### src/rtl/modgate_pkg.sv
package modgate_pkg;

    typedef enum logic [1:0] {
        MG_OFF     = 2'd0,
        MG_SYNCRST = 2'd1,
        MG_RSVD    = 2'd2,
        MG_ON      = 2'd3
    } mg_state_e;

    localparam int MG_CMD_ADDR   = 'h00;
    localparam int MG_BUSY_ADDR  = 'h01;
    localparam int MG_CTRL_BASE  = 'h10;
    localparam int MG_STAT_BASE  = 'h20;

    // The reserved code is folded onto the disabled state.
    function automatic logic [1:0] mg_sanitize(input logic [1:0] v);
        return (v == 2'(MG_RSVD)) ? 2'(MG_OFF) : v;
    endfunction

endpackage

### src/rtl/mg_decode.sv
module mg_decode
    import modgate_pkg::*;
(
    input  logic [1:0] state,
    output logic       clk_en,
    output logic       rst_out
);
    always_comb begin
        clk_en  = (state != 2'(MG_OFF));
        rst_out = (state != 2'(MG_ON));
    end
endmodule

### src/rtl/mg_pick.sv
module mg_pick #(
    parameter int N     = 8,
    parameter int IDX_W = 3
) (
    input  logic [N-1:0]     req,
    output logic [IDX_W-1:0] idx,
    output logic             any
);
    always_comb begin
        idx = '0;
        for (int i = N - 1; i >= 0; i--) begin
            if (req[i]) idx = IDX_W'(i);
        end
        any = |req;
    end
endmodule

### src/rtl/mg_rdmux.sv
module mg_rdmux #(
    parameter int N         = 8,
    parameter int ADDR_W    = 8,
    parameter int DATA_W    = 32,
    parameter int BUSY_ADDR = 1,
    parameter int CTRL_BASE = 16,
    parameter int STAT_BASE = 32
) (
    input  logic [ADDR_W-1:0]  addr,
    input  logic               busy,
    input  logic [N-1:0][1:0]  nxt,
    input  logic [N-1:0][1:0]  cur,
    output logic [DATA_W-1:0]  data
);
    always_comb begin
        data = '0;
        if (int'(addr) == BUSY_ADDR) data = DATA_W'(busy);
        for (int i = 0; i < N; i++) begin
            if (int'(addr) == CTRL_BASE + i) data = DATA_W'(nxt[i]);
            if (int'(addr) == STAT_BASE + i) data = DATA_W'(cur[i]);
        end
    end
endmodule

### src/rtl/modgate_seq.sv
module modgate_seq
    import modgate_pkg::*;
#(
    parameter int NUM_MOD   = 8,
    parameter int STEP_CYC  = 4,
    parameter int ADDR_W    = 8,
    parameter int DATA_W    = 32,
    parameter int CMD_ADDR  = MG_CMD_ADDR,
    parameter int BUSY_ADDR = MG_BUSY_ADDR,
    parameter int CTRL_BASE = MG_CTRL_BASE,
    parameter int STAT_BASE = MG_STAT_BASE
) (
    input  logic               clk,
    input  logic               rst_n,
    input  logic [ADDR_W-1:0]  bus_addr,
    input  logic               bus_wr,
    input  logic [DATA_W-1:0]  bus_wdata,
    input  logic               bus_rd,
    output logic [DATA_W-1:0]  bus_rdata,
    output logic [NUM_MOD-1:0] mod_clk_en,
    output logic [NUM_MOD-1:0] mod_rst
);
    localparam int IDX_W = (NUM_MOD > 1) ? $clog2(NUM_MOD) : 1;
    localparam int CNT_W = (STEP_CYC > 1) ? $clog2(STEP_CYC) : 1;
    localparam int LAST  = STEP_CYC - 1;

    typedef struct packed {
        logic                     busy;
        logic [CNT_W-1:0]         cnt;
        logic [NUM_MOD-1:0]       pend;
        logic [NUM_MOD-1:0][1:0]  nxt;
        logic [NUM_MOD-1:0][1:0]  tgt;
        logic [NUM_MOD-1:0][1:0]  cur;
        logic [NUM_MOD-1:0]       clk_en;
        logic [NUM_MOD-1:0]       rst;
        logic [DATA_W-1:0]        rdata;
    } seq_t;

    localparam seq_t SEQ_RST = '{busy: 1'b0, cnt: '0, pend: '0, nxt: '0,
                                 tgt: '0, cur: '0, clk_en: '0, rst: '1,
                                 rdata: '0};

    seq_t q, d;

    logic [NUM_MOD-1:0] tgt_clk, tgt_rst;
    logic [IDX_W-1:0]   act_idx;
    logic               act_any;
    logic [NUM_MOD-1:0] act_mask;
    logic [DATA_W-1:0]  rd_val;
    logic               go_wr;
    logic               unused_wdata;

    assign unused_wdata = ^bus_wdata[DATA_W-1:2];

    // Per-module decode of the snapshot target into output levels
    for (genvar g = 0; g < NUM_MOD; g++) begin : g_dec
        mg_decode u_dec (
            .state   (q.tgt[g]),
            .clk_en  (tgt_clk[g]),
            .rst_out (tgt_rst[g])
        );
    end

    mg_pick #(.N(NUM_MOD), .IDX_W(IDX_W)) u_pick (
        .req (q.pend),
        .idx (act_idx),
        .any (act_any)
    );

    mg_rdmux #(
        .N(NUM_MOD), .ADDR_W(ADDR_W), .DATA_W(DATA_W),
        .BUSY_ADDR(BUSY_ADDR), .CTRL_BASE(CTRL_BASE), .STAT_BASE(STAT_BASE)
    ) u_rdmux (
        .addr (bus_addr),
        .busy (q.busy),
        .nxt  (q.nxt),
        .cur  (q.cur),
        .data (rd_val)
    );

    assign act_mask = {{(NUM_MOD-1){1'b0}}, 1'b1} << act_idx;
    assign go_wr    = bus_wr && (int'(bus_addr) == CMD_ADDR) && bus_wdata[0];

    always_comb begin
        d       = q;
        d.rdata = bus_rd ? rd_val : '0;

        // Control writes are always stored, folded if reserved
        for (int i = 0; i < NUM_MOD; i++) begin
            if (bus_wr && int'(bus_addr) == CTRL_BASE + i)
                d.nxt[i] = mg_sanitize(bus_wdata[1:0]);
        end

        if (!q.busy) begin
            if (go_wr) begin
                d.busy = 1'b1;
                d.cnt  = '0;
                d.tgt  = q.nxt;
                for (int i = 0; i < NUM_MOD; i++)
                    d.pend[i] = (q.nxt[i] != q.cur[i]);
            end
        end else if (!act_any) begin
            d.busy = 1'b0;
        end else begin
            if (q.cnt == '0)
                d.clk_en[act_idx] = tgt_clk[act_idx];
            if (q.cnt == CNT_W'(LAST)) begin
                d.rst[act_idx] = tgt_rst[act_idx];
                d.cur[act_idx] = q.tgt[act_idx];
                d.pend         = q.pend & ~act_mask;
                d.cnt          = '0;
                if ((q.pend & ~act_mask) == '0) d.busy = 1'b0;
            end else begin
                d.cnt = q.cnt + CNT_W'(1);
            end
        end
    end

    always_ff @(posedge clk or negedge rst_n) begin
        if (!rst_n) q <= SEQ_RST;
        else        q <= d;
    end

    assign bus_rdata  = q.rdata;
    assign mod_clk_en = q.clk_en;
    assign mod_rst    = q.rst;

    // Assertions

    // nothing is pending once idle
    a_r7_idle_no_pend: assert property (@(posedge clk) disable iff (!rst_n)
        !q.busy |-> (q.pend == '0));

    // clock enables move only at the first edge of a slot
    a_r6_clk_at_slot_start: assert property (@(posedge clk) disable iff (!rst_n)
        !$stable(mod_clk_en) |-> $past(q.busy && q.cnt == '0));

    // reset lines move only at the last edge of a slot
    a_r6_rst_at_slot_end: assert property (@(posedge clk) disable iff (!rst_n)
        !$stable(mod_rst) |-> $past(q.busy && q.cnt == CNT_W'(LAST)));

    // at most one module changes per edge
    a_r6_one_at_a_time: assert property (@(posedge clk) disable iff (!rst_n)
        $onehot0(mod_clk_en ^ $past(mod_clk_en)));

    // no module becomes pending while a run is in progress
    a_r8_no_new_pend: assert property (@(posedge clk) disable iff (!rst_n)
        q.busy |=> ((q.pend & ~$past(q.pend)) == '0));

    for (genvar g = 0; g < NUM_MOD; g++) begin : g_chk
        // the reserved code never appears in stored state
        a_r9_no_reserved: assert property (@(posedge clk) disable iff (!rst_n)
            (q.cur[g] != 2'(MG_RSVD)) && (q.nxt[g] != 2'(MG_RSVD)));

        // when idle, the outputs agree with the status code
        a_r2_idle_levels: assert property (@(posedge clk) disable iff (!rst_n)
            !q.busy |-> (mod_clk_en[g] == (q.cur[g] != 2'(MG_OFF))) &&
                        (mod_rst[g] == (q.cur[g] != 2'(MG_ON))));
    end

endmodule

### config.mk
export PLATFORM = sky130hd
export DESIGN_NAME = modgate_seq
export DESIGN_NICKNAME = d
export VERILOG_FILES = /design/src/rtl/modgate_pkg.sv /design/src/rtl/mg_decode.sv /design/src/rtl/mg_pick.sv /design/src/rtl/mg_rdmux.sv /design/src/rtl/modgate_seq.sv
export SDC_FILE = /design/constraint.sdc
export NUM_CORES = 1
export LEC_CHECK = 0
export ABC_AREA = 1
export BUFFER_PORTS_ARGS = -buffer_cell sky130_fd_sc_hd__buf_4
export CORE_MARGIN = 2
export CORE_UTILIZATION = 56
export CTS_CLUSTER_DIAMETER = 100
export CTS_CLUSTER_SIZE = 40
export DETAILED_ROUTE_END_ITERATION = 8
export PLACE_DENSITY = 0.81
export REMOVE_ABC_BUFFERS = 1
export SKIP_CTS_REPAIR_TIMING = 1
export SLEW_MARGIN = 40
export SYNTH_ARGS = -nofsm -noshare
export SYNTH_HDL_FRONTEND = slang
export SYNTH_SLANG_ARGS = --single-unit
### constraint.sdc
create_clock -name clk -period 2.3 [get_ports clk]
set_input_delay 0.23 -clock clk [delete_from_list [all_inputs] [get_ports clk]]
set_output_delay 0.23 -clock clk [all_outputs]
set_load 0.05 [all_outputs]
# After elaboration in Yosys (flattened, before gate mapping)

Cells that the tools add are included.

Equal/unequal tests: 37
Magnitude comparators: 2
Reductions and logical operators: 29
Shift-type cells: 1
Bitwise logic cells: 3
Mux-type cells: 48
Add/subtract/negate cells: 1

Operators by type and width:

| kind                                                 | number |
|---|---|
| equality test 8 x 6 -> 1 bit (second input constant) | 8 |
| equality test 8 x 7 -> 1 bit (second input constant) | 8 |
| two-way mux 2 bit                                    | 20 |
| two-way mux 32 bit                                   | 1 |
| two-way mux 3 bit                                    | 8 |
| two-way mux 11 bit                                   | 2 |
| nonzero test 2 bit                                   | 9 |
| bitwise mux 16 bit                                   | 1 |
| bitwise mux 8 bit                                    | 2 |
| zero test 8 bit                                      | 2 |
| inequality test 2 bit                                | 8 |
| inequality test 2 bit (second input constant)        | 8 |
| logical AND 1 bit                                    | 11 |
| two-way mux 10 bit                                   | 1 |
| AND reduction 3 bit                                  | 3 |
| AND 8 bit                                            | 1 |
| equality test 8 x 2 -> 1 bit (second input constant) | 1 |
| two-way mux 8 bit                                    | 1 |
| NOT 8 bit                                            | 1 |
| OR reduction 8 bit                                   | 1 |
| left shift 1 x 3 -> 8 bit (first input constant)     | 1 |
| two-way mux 1 bit                                    | 7 |
| binary-select mux 1 bit (select 3 bit)               | 2 |
| binary-select mux 2 bit (select 3 bit)               | 1 |
| other kinds (10)                                     | 13 |

Logic and storage cells: 151
Bits in registers: 107
Input bits: 44

# Depth between registers and ports, before layout

Depth in word-level cells: 19
Mapped depth: 16

# Modules after synthesis

A second synthesis with hierarchy kept.

Cell total of the unflattened synthesis: 846
Area total of the unflattened synthesis: 6218.5 um2

By module, submodules not included:

| module      | times used | sequential area each (um2) | cells each | area an instance (um2) |
|---|---|---|---|---|
| modgate_seq | 1          | 2687.6                     | 637        | 5198.7 |
| mg_rdmux    | 1          | 0.0                        | 155        | 800.8 |
| mg_decode   | 8          | 0.0                        | 4          | 15.0 |
| mg_pick     | 1          | 0.0                        | 22         | 98.8 |

# Worst setup path after synthesis

OpenSTA, ideal clock, no wires.

Kind: register to register
From: register q[102] (netlist name)
To: register q[106] (netlist name)
Required time: 2160 ps
Setup slack: 620 ps
Arrival: 1540 ps
Path buffers: 0
Cell stages (with the launch flop): 12
Clock period less this slack: 1680 ps
Path through: dfrtp_1 -> or2_4 -> nor3_2 -> inv_2 -> nand2_2 -> inv_2 -> nor2_8 -> nand2_1 -> nand2_1 -> nand2_1 -> a21oi_1 -> a41oi_1

RTL lines:

| item                   | line               | source |
|---|---|---|
| from (decl)            | modgate_seq.sv:43  | `seq_t q, d;` |
| from (signal assigned) | modgate_seq.sv:120 | `if (!rst_n) q <= SEQ_RST;` |
| from (signal assigned) | modgate_seq.sv:121 | `else q <= d;` |

# Worst setup path in the final report

From: register q[101] (netlist name)
To: register q[54] (netlist name)

Longest elaborated chain between the ends: 11
Elaborated cells between the ends (all ways): 16
Classes of those cells: order compare: 2; mux: 11; reduce/logical: 3

RTL lines:

| item                                                                                              | line               | source |
|---|---|---|
| two-way mux 3 bit (6 in a row)                                                                    | mg_pick.sv:12      | `if (req[i]) idx = IDX_W'(i);` |
| < comparator 3 x 4 -> 1 bit (implied by the code) or >= comparator 3 x 1 -> 1 bit (tied branches) | modgate_seq.sv:109 | `d.cur[act_idx] = q.tgt[act_idx];` |
| logical AND 1 bit (implied by the code)                                                           | modgate_seq.sv:109 |  |
| two-way mux 2 bit (implied by the code)                                                           | modgate_seq.sv:109 |  |
| demux 2 bit (select 3 bit)                                                                        | modgate_seq.sv:109 |  |
| bitwise mux 16 bit                                                                                | modgate_seq.sv:109 |  |

Several ways; a longest one is shown, not always the timed one. The select of a mux whose other input is x is not followed.
A chain may end at the register's enable or synchronous reset.

==> impl_metrics.json <==
{
  "drtAntennaViolNets": 0,
  "end_kind": "register",
  "grtUsageTotal_pct": 26.1,
  "grt_overflow": 0,
  "relSlewSlack_pct": 64.8,
  "yosys.area.top_type_share_pct": 36.1,
  "area_growth_pct": 7.27,
  "fp.dieW_um": 96.4,
  "clockBufferDepth": 2,
  "ios": 92,
  "insertion_delay_ns": 0.36,
  "totalWireLength_mm": 11.1,
  "worstMarginPinSlew_ns": 0.525,
  "dp_hpwl_mm": 8.37,
  "pre_cts_slack_ns": 0.256,
  "cts.htree.levels": 3,
  "hold_viol": 0,
  "routedWlPerCell_um": 14.5,
  "hold_end": "q[84]",
  "die_area_um2": 9300,
  "setup_tns_ns": 0,
  "place_area_um2": 4900,
  "layout.nets": 700,
  "fillers": 719,
  "synth_warnings": 0,
  "drc_errors": 0,
  "synth_edf_count": 0,
  "crit_type": "reg -> reg",
  "final_max_slew_viol_count": 0,
  "firstDrtPassIters": 5,
  "min_from": "bus_wdata[0]",
  "synthDistinctLibCells": 43,
  "drive_above_1_share_pct": 15.6,
  "synthCells": 633,
  "synth.area.top_cells": "dfrtp_1 (36%), nand2_1 (14%), buf_4 (7.5%)",
  "rows": 33,
  "place_congestion": 0.931,
  "numCtsBuffers": 9,
  "drt-initial-drc-count": 266,
  "yosysTopAreaCell": "dfrtp_1",
  "maxCapViolCount": 0,
  "synth_flop_cell": "dfrtp_1",
  "worstSetupStartpointType": "register",
  "timing.rr.start": "q[101]",
  "grt_max_degree": 42,
  "cp.arrival_ns": 2.31,
  "multi_input_area_um2": 2180,
  "finalCritPeriodShare_pct": 90.3,
  "design_area_um2": 5130,
  "crit_path_start": "q[101]",
  "final_common_cell": "nand2_1",
  "ff2ff_setup_slack_ns": 0.22,
  "die_height_um": 96.4,
  "synthArstFlopShare_pct": 100,
  "numPortBuffers": 31,
  "diodes": 0,
  "p_per_area_nw_per_um2": 741,
  "path_max_fanout": 25,
  "clock.fmax_mhz": 482,
  "outcome": "finished, final reports clean",
  "vias_per_cell": 5.45,
  "initial_core_util_pct": 58.0,
  "syn-cell-area_um2": 4790,
  "antenna_found_initial": 0,
  "rr_worst_depth": 14,
  "ys_ff_latch": 77,
  "r2r-end": "q[54]",
  "setup_viol": 0,
  "syn_area_per_cell_um2": 7.56,
  "peakVddDrop_mv": 0.405,
  "vias": 4161,
  "p_leak_nw": 2.40,
  "hold_class": "in -> reg",
  "min_period_ns": 2.08,
  "clockRootBuffer": "clkbuf_8",
  "worstPathRequired_ns": 2.54,
  "clkSinkCount": 77,
  "worst_slack_ns": 0.224,
  "cts_tree": "built",
  "final_cell_mix": "nand2_1 (179), inv_1 (78), dfrtp_1 (69), o21ai_0 (59), nor2_1 (41)",
  "grt_pass1_vias": 3916,
  "finalClockSkew_ns": 0.00866,
  "rsz0062_at_grt": "no",
  "ff_latch_area_um2": 1940,
  "holdPathStages": 3,
  "grt_pass1_wl_mm": 18.5,
  "core-area_um2": 8260,
  "path_clk_slew_ns": 0.08,
  "synth-seq-area-share_pct": 40.5
}
==> worst max-delay path by stage <==
stage	end	slack [ns]
3_5_place_dp	q[54]	0.26
5_1_grt	q[101]	0.03
3_3_place_gp	q[50]	0.33
2_1_floorplan	q[101]	0.35
6_report	q[54]	0.22
4_1_cts	q[56]	0.25
==> area by class of cell <==
cell class | instances | share of cell area [%]
clock buffer | 11 | 2.75
clock inverter | 5 | 1.58
inverter | 93 | 6.95
multi-input combinational | 434 | 42.4
sequential | 77 | 37.7
tap | 105 | 2.56
timing repair buffer | 39 | 6.00
==> routing by layer <==
layer	up-vias	GRT usage (%)	routed length, um
met4	0	12.4	371
met3	32	2.79	708
met2	193	43.2	5310
li1	2008	-	-
met1	1928	34.2	4690
met5	-	0	0
==> worst max-delay path: stages, from the launching register on <==
cell and delay [ns]:
dfrtp_1 0.48, a21oi_2 0.15, o21ai_1 0.07, nand2_1 0.07
nand2_2 0.06, nand2_4 0.08, inv_4 0.12, nand2_2 0.14
inv_2 0.06, nand2_1 0.05, nand2_1 0.04, nor2_1 0.14
nand4_2 0.26, nand2_1 0.14, o21ai_1 0.08
==> cell usage after synthesis, drive strengths merged (2+ instances only) <==
library cell,n
a31oi,2
dfrtp,69
o311ai,4
ha,2
o221ai,7
nand4,7
nor2,47
inv,92
nor3,7
clkbuf,5
o22ai,4
nand2,188
buf,53
nor4,2
nand3,26
a22oi,7
o21ai,87
dfstp,8
a21oi,9
==> where the power goes <==
part           total (mW)  leakage [nW]  internal, mW  switching, mW
clock                1.18         0.110         0.643          0.532
combinational        1.03          1.29         0.294          0.736
sequential           1.60          1.00          1.47          0.131
total                3.81          2.40          2.41           1.40
==> through the flow <==
step           power, mW  utilization (%)  instances  hold WS [ns]
2_1_floorplan       2.37                -        604       -0.0656
3_3_place_gp        2.60             59.3        747         0.220
3_5_place_dp        2.64             59.3        747         0.226
4_1_cts             3.79             62.0        763        -0.156
5_1_grt             3.99             62.2        764         0.127
6_report            3.81             62.2        764        0.0975
==> flip-flops by register name (all words and copies together) (netlist names) <==
| signal | count |
|---|---|
| q | 59 |
| mod_clk_en | 8 |
| mod_rst | 8 |
| bus_rdata | 2 |
==> logic make-up after synthesis <==
| family | share of synthesized area, % |
|---|---|
| other cells | 0.0784 |
| flops | 40.5 |
| simple gates | 26.4 |
| buf+inv | 16.3 |
| fa+ha+maj | 0.523 |
| compound gates | 16.3 |
No activity file was read; power rests on OpenSTA's default activity.
